File: config.mk
export PLATFORM = sky130hd
export DESIGN_NAME = memmap_decode
export DESIGN_NICKNAME = d
export VERILOG_FILES = /design/src/rtl/memmap_pkg.sv /design/src/rtl/memmap_ctrl.sv /design/src/rtl/memmap_dpath.sv /design/src/rtl/memmap_decode.sv
export SDC_FILE = /design/constraint.sdc
export NUM_CORES = 1
export LEC_CHECK = 0
export BUFFER_PORTS_ARGS = -buffer_cell sky130_fd_sc_hd__buf_2
export CORE_UTILIZATION = 24
export DETAILED_ROUTE_END_ITERATION = 12
export PLACE_DENSITY = 0.82
export SLEW_MARGIN = 20
export SYNTH_ARGS = -nofsm -noshare
export SYNTH_HDL_FRONTEND = slang
export SYNTH_SLANG_ARGS = --single-unit
File: constraint.sdc
create_clock -name clk -period 0.9 [get_ports clk]
set_clock_uncertainty 0.05 [all_clocks]
set_input_delay 0.18 -clock clk [delete_from_list [all_inputs] [get_ports clk]]
set_output_delay 0.18 -clock clk [all_outputs]
set_load 0.02 [all_outputs]
File: src/rtl/memmap_pkg.sv
package memmap_pkg;
  localparam int DEV_CNT = 4;
  localparam int IDX_RAM0 = 0;
  localparam int IDX_RAM1 = 1;
  localparam int IDX_ROM  = 2;
  localparam int IDX_PER  = 3;

  typedef struct packed {
    logic [DEV_CNT-1:0] selNow;  // combinational one-hot select
    logic [DEV_CNT-1:0] selRdQ;  // select registered with a valid read
    logic               wrStb;   // valid write cycle
    logic               rdStb;   // valid read cycle
  } ctrlBusT;
endpackage

File: src/rtl/memmap_ctrl.sv
module memmap_ctrl
  import memmap_pkg::*;
#(
  parameter int ADDR_W = 16,
  parameter int BANK_AW = 11,
  parameter int PER_AW = 1,
  parameter logic [ADDR_W-1:0] PER_BASE = 16'h1000
) (
  input  logic              clk,
  input  logic              rstN,
  input  logic [ADDR_W-1:0] cpuAddr,
  input  logic              cpuWe,
  input  logic              cpuValid,
  output ctrlBusT           ctrlBus,
  output logic              perRd
);
  localparam int BANK_IW = ADDR_W - BANK_AW;

  logic [BANK_IW-1:0] bankIdx;
  logic [DEV_CNT-1:0] selNow;
  logic [DEV_CNT-1:0] selRdQ;
  logic               rdStb;
  logic               perRdNow;
  logic               perRdPrevQ;
  logic               pastOk;

  assign bankIdx = cpuAddr[ADDR_W-1:BANK_AW];

  always_comb begin
    selNow = '0;
    selNow[IDX_RAM0] = (bankIdx == BANK_IW'(0));
    selNow[IDX_RAM1] = (bankIdx == BANK_IW'(1));
    selNow[IDX_ROM]  = (&bankIdx);
    selNow[IDX_PER]  = (cpuAddr[ADDR_W-1:PER_AW] == PER_BASE[ADDR_W-1:PER_AW]);
  end

  assign rdStb    = cpuValid && !cpuWe;
  assign perRdNow = rdStb && selNow[IDX_PER];

  always_ff @(posedge clk or negedge rstN) begin
    if (!rstN) begin
      selRdQ     <= '0;
      perRdPrevQ <= 1'b0;
      pastOk     <= 1'b0;
    end else begin
      selRdQ     <= rdStb ? selNow : '0;
      perRdPrevQ <= perRdNow;
      pastOk     <= 1'b1;
    end
  end

  assign perRd = perRdNow && !perRdPrevQ;

  assign ctrlBus.selNow = selNow;
  assign ctrlBus.selRdQ = selRdQ;
  assign ctrlBus.wrStb  = cpuValid && cpuWe;
  assign ctrlBus.rdStb  = rdStb;


  sel_onehot_chk: assert property (@(posedge clk) disable iff (!rstN)
    $onehot0(selNow) && $onehot0(selRdQ));


  per_rd_pulse_chk: assert property (@(posedge clk) disable iff (!rstN)
    perRd |=> !perRd);


  unmapped_rd_none_chk: assert property (@(posedge clk) disable iff (!rstN)
    (rdStb && selNow == '0) |=> (selRdQ == '0));


  rd_sel_align_chk: assert property (@(posedge clk) disable iff (!rstN)
    (pastOk && !$past(rdStb)) |-> (selRdQ == '0));
endmodule

File: src/rtl/memmap_dpath.sv
module memmap_dpath
  import memmap_pkg::*;
#(
  parameter int DATA_W = 8,
  parameter logic [DATA_W-1:0] FILL = 8'h00,
  parameter logic [DEV_CNT-1:0] WR_MASK = 4'b1011
) (
  input  logic                          clk,
  input  logic                          rstN,
  input  ctrlBusT                       ctrlBus,
  input  logic [DEV_CNT-1:0][DATA_W-1:0] devRdData,
  output logic [DEV_CNT-1:0]            devWe,
  output logic [DATA_W-1:0]             rdData
);
  logic [DEV_CNT-1:0][DATA_W-1:0] gated;
  logic [DATA_W-1:0] orMux;
  logic pastOk;

  for (genvar i = 0; i < DEV_CNT; i++) begin : g_dev
    if (WR_MASK[i]) begin : g_wr
      assign devWe[i] = ctrlBus.selNow[i] && ctrlBus.wrStb;
    end else begin : g_ro
      assign devWe[i] = 1'b0;
    end
    assign gated[i] = ctrlBus.selRdQ[i] ? devRdData[i] : '0;
  end

  always_comb begin
    orMux = '0;
    for (int i = 0; i < DEV_CNT; i++) orMux = orMux | gated[i];
  end

  assign rdData = (|ctrlBus.selRdQ) ? orMux : FILL;

  always_ff @(posedge clk or negedge rstN) begin
    if (!rstN) pastOk <= 1'b0;
    else       pastOk <= 1'b1;
  end


  rom_rd_route_chk: assert property (@(posedge clk) disable iff (!rstN)
    (pastOk && $past(ctrlBus.rdStb && ctrlBus.selNow[IDX_ROM]))
      |-> (rdData == devRdData[IDX_ROM]));


  ro_no_write_chk: assert property (@(posedge clk) disable iff (!rstN)
    (ctrlBus.selNow[IDX_ROM] || ctrlBus.selNow == '0 || !ctrlBus.wrStb) |-> (devWe == '0));


  unmapped_fill_chk: assert property (@(posedge clk) disable iff (!rstN)
    (pastOk && $past(ctrlBus.rdStb && ctrlBus.selNow == '0)) |-> (rdData == FILL));
endmodule

File: src/rtl/memmap_decode.sv
module memmap_decode
  import memmap_pkg::*;
#(
  parameter int ADDR_W = 16,
  parameter int DATA_W = 8,
  parameter int BANK_AW = 11,
  parameter int PER_AW = 1,
  parameter logic [ADDR_W-1:0] PER_BASE = 16'h1000,
  parameter logic [DATA_W-1:0] FILL = 8'h00
) (
  input  logic               clk,
  input  logic               rstN,
  input  logic [ADDR_W-1:0]  cpuAddr,
  input  logic [DATA_W-1:0]  cpuWrData,
  input  logic               cpuWe,
  input  logic               cpuValid,
  input  logic [DATA_W-1:0]  ram0RdData,
  input  logic [DATA_W-1:0]  ram1RdData,
  input  logic [DATA_W-1:0]  romRdData,
  input  logic [DATA_W-1:0]  perRdData,
  output logic [BANK_AW-1:0] memAddr,
  output logic [DATA_W-1:0]  memWrData,
  output logic               ram0Sel,
  output logic               ram1Sel,
  output logic               romSel,
  output logic               perSel,
  output logic               ram0We,
  output logic               ram1We,
  output logic               perWe,
  output logic               perRd,
  output logic [PER_AW-1:0]  perAddr,
  output logic [DATA_W-1:0]  cpuRdData
);
  ctrlBusT ctrlBus;
  logic [DEV_CNT-1:0][DATA_W-1:0] devRdData;
  logic [DEV_CNT-1:0] devWe;

  memmap_ctrl #(
    .ADDR_W(ADDR_W), .BANK_AW(BANK_AW), .PER_AW(PER_AW), .PER_BASE(PER_BASE)
  ) ctrl_i (
    .clk(clk), .rstN(rstN), .cpuAddr(cpuAddr), .cpuWe(cpuWe),
    .cpuValid(cpuValid), .ctrlBus(ctrlBus), .perRd(perRd)
  );

  assign devRdData[IDX_RAM0] = ram0RdData;
  assign devRdData[IDX_RAM1] = ram1RdData;
  assign devRdData[IDX_ROM]  = romRdData;
  assign devRdData[IDX_PER]  = perRdData;

  memmap_dpath #(.DATA_W(DATA_W), .FILL(FILL)) dpath_i (
    .clk(clk), .rstN(rstN), .ctrlBus(ctrlBus), .devRdData(devRdData),
    .devWe(devWe), .rdData(cpuRdData)
  );

  assign memAddr   = cpuAddr[BANK_AW-1:0];
  assign perAddr   = cpuAddr[PER_AW-1:0];
  assign memWrData = cpuWrData;
  assign ram0Sel   = ctrlBus.selNow[IDX_RAM0];
  assign ram1Sel   = ctrlBus.selNow[IDX_RAM1];
  assign romSel    = ctrlBus.selNow[IDX_ROM];
  assign perSel    = ctrlBus.selNow[IDX_PER];
  assign ram0We    = devWe[IDX_RAM0];
  assign ram1We    = devWe[IDX_RAM1];
  assign perWe     = devWe[IDX_PER];
endmodule

# ---- After elaboration in Yosys (flattened, before gate mapping)
# Index checks and enable logic that the tools add are counted.
# Widths: inputs -> output; s select.
dict set report word_totals {
  out_inout_bits 36
  reg_bits 5
  ramBits 0
  rom_bits 0
  memories 0
  wordCells 25
  latchBits 0
}
dict set report classes {
  eq_ne 2
  n_shift 0
  reduce_logical 12
  n_mux 6
  bitwise_logic 3
  add_sub_neg 0
  div_mod_pow 0
  n_lt_le_gt_ge 0
  n_mul 0
}
# cell count
set op_table {}
lappend op_table {{$mux 8} 5}
lappend op_table {{$or 8x8->8} 3}
lappend op_table {{$eq 15x12->1 const B} 1}
lappend op_table {{$logic_and 1x1->1} 7}
lappend op_table {{$eq 5x1->1 const B} 1}
lappend op_table {{$logic_not 5->1} 1}
lappend op_table {{$reduce_and 5->1} 1}
lappend op_table {{$mux 4} 1}
lappend op_table {{$reduce_or 4->1} 1}
lappend op_table {{$logic_not 1->1} 2}

# ---- Depth between registers and ports, before layout
# Gate-level depths: netlist of the first run.
dict set report depth {
  ltp_word 5
  mapped_depth 3
  depth_no_buf 3
}

# ---- By module
# From an unflattened synthesis of the first run, not the netlist that was laid out.
dict set report unflattened {
  cells_unflattened 80
  area_unflattened_um2 646.9
}
# mod area_each_um2 cells_per_inst n_inst
set modules_own_cells {}
lappend modules_own_cells {memmap_dpath 255.2 33 1}
lappend modules_own_cells {memmap_ctrl 241.5 27 1}
lappend modules_own_cells {memmap_decode 150.1 20 1}

# ---- Least setup slack after synthesis of the first run
# OpenSTA, ideal clock, no wires.
dict set report synth_path {
  path_type {input port to output port}
  from {input port cpuAddr[8]}
  to {output port perWe}
  setup_slack_ns -0.320
  arrival_ns 0.990
  required_time_ns 0.670
  stages 3
  path_cell_list {nor4_1 nand4_2 nor2_1}
}
dict set report synth_between {
  elab_chain_cells 2
}
# item line_no
set synth_lines {}
lappend synth_lines {{from (decl)} memmap_decode.sv:13} ;# input logic [ADDR_W-1:0] cpuAddr,
lappend synth_lines {{$eq 15x12->1} memmap_ctrl.sv:34} ;# selNow[IDX_PER] = (cpuAddr[ADDR_W-1:PER_AW] == PER_BASE[ADDR_W-1:PER_AW]);
lappend synth_lines {{$logic_and 1x1->1} memmap_dpath.sv:21} ;# assign devWe[i] = ctrlBus.selNow[i] && ctrlBus.wrStb;
lappend synth_lines {{to (decl)} memmap_decode.sv:29} ;# output logic perWe,
# No other way between the ends.

==> results of run 1 <==
==> cell families (layout without fill, tap and decap cells) <==
family / count (synthesis) / in the layout
simple gates: 29 / 29
buf+inv: 27 / 94
compound gates: 16 / 16
flops: 4 / 4
==> path summary, 6_finish.rpt <==
| kind | startpoint | to | slack [ps] | cells past startpoint |
|---|---|---|---|---|
| max in group asynchronous | rstN | ctrl_i.selRdQ[0]$_DFF_PN0_ | 440 | 2 |
| worst min-delay path | cpuAddr[13] | ctrl_i.selRdQ[2]$_DFF_PN0_ | 200 | 3 |
| worst max-delay path | ctrl_i.perRdPrevQ$_DFF_PN0_ | cpuRdData[4] | -510 | 4 |
| min in group asynchronous | rstN | ctrl_i.selRdQ[2]$_DFF_PN0_ | 230 | 2 |
==> layer usage <==
| layer | vias to the layer above | GRT usage | wire (um) |
|---|---|---|---|
| met2 | 64 | 0.3978 | 1421 |
| met5 | - | 0 | 0 |
| met4 | 0 | 0.07407 | 31 |
| met1 | 389 | 0.1371 | 693 |
| met3 | 6 | 0.03030 | 213 |
| li1 | 382 | - | - |
==> sequential cells by signal, summed over array words and instances, names as in the netlist <==
signal	count
ctrl_i.selRdQ	3
ctrl_i.perRdPrevQ	1
==> power by group <==
group	internal (W)	switching [W]
Sequential	0.000182	0.00000289
Clock	0.000149	0.0000722
Combinational	0.000177	0.000167
==> Yosys cell counts <==
| master | count | area share |
|---|---|---|
| sky130_fd_sc_hd__dfrtp_1 | 4 | 0.18 |
| sky130_fd_sc_hd__nand2b_1 | 2 | 0.022 |
| sky130_fd_sc_hd__clkbuf_1 | 4 | 0.027 |
| sky130_fd_sc_hd__a22oi_1 | 16 | 0.21 |
| sky130_fd_sc_hd__nor2_1 | 7 | 0.047 |
| sky130_fd_sc_hd__nor4_2 | 2 | 0.045 |
| sky130_fd_sc_hd__nand3_1 | 1 | 0.0089 |
| sky130_fd_sc_hd__inv_1 | 3 | 0.020 |
| sky130_fd_sc_hd__nand2_1 | 11 | 0.074 |
| sky130_fd_sc_hd__nor4b_2 | 1 | 0.027 |
| sky130_fd_sc_hd__nor4_1 | 1 | 0.011 |
| sky130_fd_sc_hd__nor3_1 | 2 | 0.018 |
| sky130_fd_sc_hd__nor3_2 | 1 | 0.018 |
| sky130_fd_sc_hd__buf_4 | 20 | 0.27 |
| sky130_fd_sc_hd__nand4_2 | 1 | 0.022 |
==> worst min-delay path, cell delays in order <==
cell and delay (ps):
sky130_fd_sc_hd__buf_2 140, sky130_fd_sc_hd__nand2_4 80, sky130_fd_sc_hd__nor3_1 50
==> timing repair <==
action | in CTS | in global routing
setup endpoints to repair | 16 | 18
endpoints found under the hold margin | 4 | 0
resized for setup | 53 | 15
hold buffers | 1 | 0
pin swaps | 9 | 11
setup buffers | 3 | 1
==> through the flow <==
| step | hold slack [ps] | cells | TNS [ps] | worst slack [ps] |
|---|---|---|---|---|
| final | 199.0 | 171 | -6261 | -511.3 |
| after global routing | 200.3 | 171 | -7042 | -556.0 |
| after CTS | 186.5 | 170 | -6361 | -521.5 |
| after detailed placement | -65.34 | 163 | -5844 | -488.8 |
| after global placement | -67.86 | 163 | -5235 | -455.9 |
| after floorplan | -165.6 | 76 | -1753 | -219.2 |
==> final cells by class <==
| class | count | area (sq um) | share of cell area |
|---|---|---|---|
| tap | 28 | 35.03 | 0.02634 |
| inverter | 3 | 11.26 | 0.008467 |
| timing repair buffer | 88 | 660.6 | 0.4967 |
| clock buffer | 3 | 22.52 | 0.01693 |
| multi-input combinational | 45 | 495.5 | 0.3725 |
| sequential | 4 | 105.1 | 0.07902 |
==> results.json, run 1 <==
{
  "fill_cells": 187,
  "diodes_inserted": 0,
  "layout_commonest_cell": "sky130_fd_sc_hd__buf_2",
  "max_stage_delay_ps": 440,
  "syn_inst": 76,
  "final.min_clock_period_ps": 1411,
  "tightest_slew_ps": 274.2,
  "final_cell_mix": "sky130_fd_sc_hd__buf_2 (52), sky130_fd_sc_hd__buf_6 (28), sky130_fd_sc_hd__a22oi_2 (16), sky130_fd_sc_hd__nand2_2 (9)",
  "floorplan.die_area_sq_um": 2533,
  "rows": 17,
  "postRouteAntennaNets": 0,
  "setup_repair_after_global_routing_missed_its_margin": "true",
  "max_freq_ghz": 0.7086,
  "final-max-slew-violation-count": 0,
  "hold_violations": 0,
  "grt_pass1_wl_um": 3367,
  "number_of_buffers_and_inverters_on_the_critical_path": 2,
  "final_min_period_over_clock_period": 1.568,
  "start_kind": "register",
  "grt_pass1_vias": 856,
  "cts_buffers": 3,
  "clk_pin_slew_worst_paths_ps": 40,
  "count_of_maximum_capacitance_violations": 0,
  "clockBufferDepth": 2,
  "portBuffers": 76,
  "synth_sequential_area_ratio": 0.1786,
  "path_class_of_the_lowest_slack_min_delay_path": "in -> reg",
  "yosys.area_share.simple": 0.2924,
  "cts_max_level": 1,
  "crit_family": "flip-flops",
  "dpl_cell_area_sq_um": 1031,
  "starting_density_of_the_core": 0.2534,
  "timing.final.ws_setup_ps": -511.3,
  "status": "finished, violations left",
  "path_max_fanout": 4,
  "root_buffer": "sky130_fd_sc_hd__clkbuf_4",
  "ioPinCount": 96,
  "estimated_wirelength_of_the_detail_placed_design_um": 1693,
  "worst-endpoint-arrival_ps": 1180,
  "critical_path_cell_by_cell": "buf_6, a22oi_2, nand2_2, buf_6",
  "synth_top_family_by_area": "buffers and inverters",
  "grt_max_degree": 9,
  "postSynthAreaPerCell_sq_um": 7.376,
  "number_of_setup_violations_in_the_final_report": 16,
  "finalNetCount": 205,
  "clock_sinks": 4,
  "syn-num-nets": 136,
  "detail_route.iter0.violations": 11,
  "worst-setup-path-type": "reg -> out",
  "global_route.usage.total": 0.1767,
  "power_density_nw_per_um2": 563.8,
  "muxShareOfSynthArea": 0,
  "postSynthRegisterBits": 4,
  "worst_path_max_delay_cell": "sky130_fd_sc_hd__dfrtp_2",
  "yosys.area_share.adder": 0,
  "drt-pass1-iter-count": 4,
  "worst_ir_drop_vdd_mv": 0.3869,
  "globalRouteOverflowTotal": 0,
  "worst_slew_margin_rel": 0.8158,
  "critical_path_required_ps": 670,
  "share_of_the_core_filled_with_cells": 0.6012,
  "viasPerCell": 4.918,
  "placeableCoreArea_sq_um": 2212,
  "compound_gate_portion_of_the_synthesized_area": 0.2143,
  "routed-via-count": 841,
  "final_layout_size_suffix_gt1_frac": 0.9510,
  "die_h_um": 50.33,
  "violations": "negative setup slack",
  "tritoncts": "built",
  "synth.cell_area_sq_um": 560.5,
  "report.power.total_w": 0.0007499,
  "critPathCaptureType": "primary output",
  "synth-xor-area-share": 0,
  "antenna_violations_before_repair": 0,
  "critPathMostFrequentCell": "sky130_fd_sc_hd__buf_6",
  "drt-wirelength-per-cell_um": 13.80,
  "drt_drc_violations_left": 0,
  "layout_overhead_on_the_synthesized_area_pct": 137.3,
  "yosysWarnings": 0,
  "wl_um": 2359,
  "place.gp.congestion": 0.7036,
  "die_width_um": 50.33,
  "yosys.cell_types.count": 15,
  "finish.instance_area_sq_um": 1330,
  "leakage_power_nw": 0.6343
}
Power figures use the tool's default switching activity.
==> run 2, diff against run 1 <==
ABC_AREA = 1   (was unset)
CORE_UTILIZATION = 25   (was 24)
==> run 2 against run 1 <==
The run still ends with negative setup slack left. Fmax up 8.7%. Via count increased by 13%. Largest cell class unchanged. Synthesized cell count rose by 39%. Utilization up 0.81 points. Combinational power increased by 8.4%. Sequential power hardly changed. Highest routed layer unchanged. Wire length up 4.2%. Design area is 3.3% higher.
==> results.json, run 2 <==
{
  "status": "finished, violations left",
  "violations": "negative setup slack",
  "placeableCoreArea_sq_um": 2255,
  "root_buffer": "sky130_fd_sc_hd__clkbuf_4",
  "portBuffers": 76,
  "starting_density_of_the_core": 0.2708,
  "max_freq_ghz": 0.7701,
  "drt-wirelength-per-cell_um": 11.82,
  "start_kind": "register",
  "yosys.cell_types.count": 13,
  "worst-setup-path-type": "reg -> out",
  "timing.final.ws_setup_ps": -398.5,
  "postSynthAreaPerCell_sq_um": 5.760,
  "final_cell_mix": "sky130_fd_sc_hd__buf_2 (49), sky130_fd_sc_hd__buf_6 (31), sky130_fd_sc_hd__nand2_1 (27), sky130_fd_sc_hd__buf_4 (13), sky130_fd_sc_hd__nor2_4 (12)",
  "largest_reg_flops": 3,
  "report.power.total_w": 0.0007729,
  "power_density_nw_per_um2": 562.6,
  "grt_pass1_wl_um": 3160,
  "path_max_fanout": 9,
  "final_min_period_over_clock_period": 1.443,
  "synth.cells.most_frequent": "sky130_fd_sc_hd__nand2_1 (40), sky130_fd_sc_hd__buf_4 (20), sky130_fd_sc_hd__nor2_1 (12)",
  "wl_um": 2458,
  "setup_repair_after_global_routing_missed_its_margin": "true",
  "estimated_wirelength_of_the_detail_placed_design_um": 1608,
  "viasPerCell": 4.582,
  "max_stage_delay_ps": 480,
  "antenna_violations_before_repair": 0,
  "cp_num_cells": 3,
  "global_route.usage.total": 0.1641,
  "layout_overhead_on_the_synthesized_area_pct": 125.0,
  "worst_slew_margin_rel": 0.7939,
  "final_layout_size_suffix_gt1_frac": 0.7500,
  "synth.cell_area_sq_um": 610.6,
  "drt_drc_violations_left": 0,
  "tightest_slew_ps": 308.3,
  "synthDominantCellAreaShare": 0.2459,
  "clock_sinks": 4,
  "worst_ir_drop_vdd_mv": 0.4032,
  "synth-main-ff-cell": "sky130_fd_sc_hd__dfrtp_1",
  "clk_pin_slew_worst_paths_ps": 40,
  "syn-num-nets": 166,
  "reg.largest.list": "ctrl_i.selRdQ: 3 flops, ctrl_i.perRdPrevQ: 1 flops",
  "path_class_of_the_lowest_slack_min_delay_path": "in -> async",
  "finalNetCount": 242,
  "cell_type_with_the_largest_total_area_after_synthesis": "sky130_fd_sc_hd__buf_4",
  "clockBufferDepth": 2,
  "drt-pass1-iter-count": 4,
  "crit_family": "flip-flops",
  "number_of_setup_violations_in_the_final_report": 17,
  "count_of_maximum_capacitance_violations": 0,
  "postRouteAntennaNets": 0,
  "globalRouteOverflowTotal": 0,
  "routed-via-count": 953,
  "final.min_clock_period_ps": 1299,
  "floorplan.die_area_sq_um": 2644,
  "yosysWarnings": 0,
  "number_of_buffers_and_inverters_on_the_critical_path": 1,
  "finish.instance_area_sq_um": 1374,
  "netlist_top_cells_area": "sky130_fd_sc_hd__buf_4 (25%), sky130_fd_sc_hd__nand2_1 (25%), sky130_fd_sc_hd__dfrtp_1 (16%)",
  "largest-register": "ctrl_i.selRdQ",
  "dpl_cell_area_sq_um": 1023,
  "cp_capture_point": "cpuRdData[2]",
  "tritoncts": "built",
  "worst-endpoint-arrival_ps": 1070,
  "leakage_power_nw": 0.7020,
  "critical_path_cell_by_cell": "nand2_1, nand4_1, buf_4",
  "syn_inst": 106,
  "place.gp.congestion": 0.6816,
  "cts_buffers": 3,
  "detail_route.iter0.violations": 7,
  "critPathCaptureType": "primary output",
  "critical_path_required_ps": 670,
  "postSynthRegisterBits": 4,
  "hold_violations": 0,
  "cts_max_level": 1,
  "synth_sequential_area_ratio": 0.1639,
  "ioPinCount": 96,
  "rows": 17,
  "die_h_um": 51.42,
  "worst_path_max_delay_cell": "sky130_fd_sc_hd__dfrtp_2",
  "diodes_inserted": 0,
  "critPathLaunch": "ctrl_i.perRdPrevQ$_DFF_PN0_",
  "die_width_um": 51.42,
  "final-max-slew-violation-count": 0,
  "grt_max_degree": 10,
  "fill_cells": 203,
  "final.setup.tns_ps": -4838,
  "synthArstFlopShare": 1.000,
  "synth-edff-count": 0,
  "fin_hold_ws_ps": 228.5,
  "grt_pass1_vias": 816,
  "synth.most_common_cell": "sky130_fd_sc_hd__nand2_1",
  "layout_commonest_cell": "sky130_fd_sc_hd__buf_2"
}
[run 2: through the flow]
stage | cells | utilization | setup slack, ps
final | 208 | 0.6093 | -398.5
after global routing | 208 | 0.6093 | -446.4
after CTS | 209 | 0.5411 | -417.8
after detailed placement | 201 | 0.4539 | -363.2
after global placement | 201 | 0.4539 | -332.2
after floorplan | 106 | - | -255.7
[run 2: power breakdown]
group | switching [W] | leakage (nW) | internal [W] | total (W)
sequential | 0.000000661 | 0.0541 | 0.000182 | 0.000182
combinational | 0.000177 | 0.634 | 0.000196 | 0.000373
clock | 0.0000690 | 0.0138 | 0.000149 | 0.000218
[run 2: how the worst min path moves through the flow]
stage / end / start
final: ctrl_i.selRdQ[2]$_DFF_PN0_ / rstN
after floorplan: ctrl_i.perRdPrevQ$_DFF_PN0_ / rstN
after global placement: ctrl_i.selRdQ[2]$_DFF_PN0_ / rstN
after CTS: ctrl_i.perRdPrevQ$_DFF_PN0_ / cpuWe
after detailed placement: ctrl_i.selRdQ[2]$_DFF_PN0_ / rstN
after global routing: ctrl_i.selRdQ[2]$_DFF_PN0_ / rstN
[run 2: cells by family (layout without fill, tap and decap cells)]
family        Yosys count  after routing  share of synthesized area
buf+inv                33            107                     0.3258
simple gates           69             69                     0.5102
flops                   4              4                     0.1639
[run 2: what timing repair did]
action / 4_1_cts / 5_1_grt
gates resized for setup: 40 / 42
gates cloned: 0 / 0
endpoints found under the setup margin: 16 / 17
pin swaps: 12 / 20
setup buffers: 4 / 4
hold buffers: 1 / 0
hold endpoints to repair: 4 / 0
[run 2: area by class of cell]
| class | instances | area [sq um] | area share |
|---|---|---|---|
| multi-input combinational | 69 | 461.7 | 0.3361 |
| timing repair buffer | 95 | 716.9 | 0.5219 |
| clock buffer | 3 | 22.52 | 0.01639 |
| sequential | 4 | 101.3 | 0.07377 |
| inverter | 9 | 36.28 | 0.02641 |
| tap | 28 | 35.03 | 0.02550 |
[run 2: metal layers]
metal / vias up / wire length (um) / share of wire / GRT usage
li1: 460 / - / - / -
met4: 0 / 65 / 0.026 / 0.1036
met2: 71 / 1281 / 0.52 / 0.3225
met3: 8 / 313 / 0.13 / 0.06250
met5: - / 0 / 0 / 0
met1: 414 / 798 / 0.32 / 0.1306
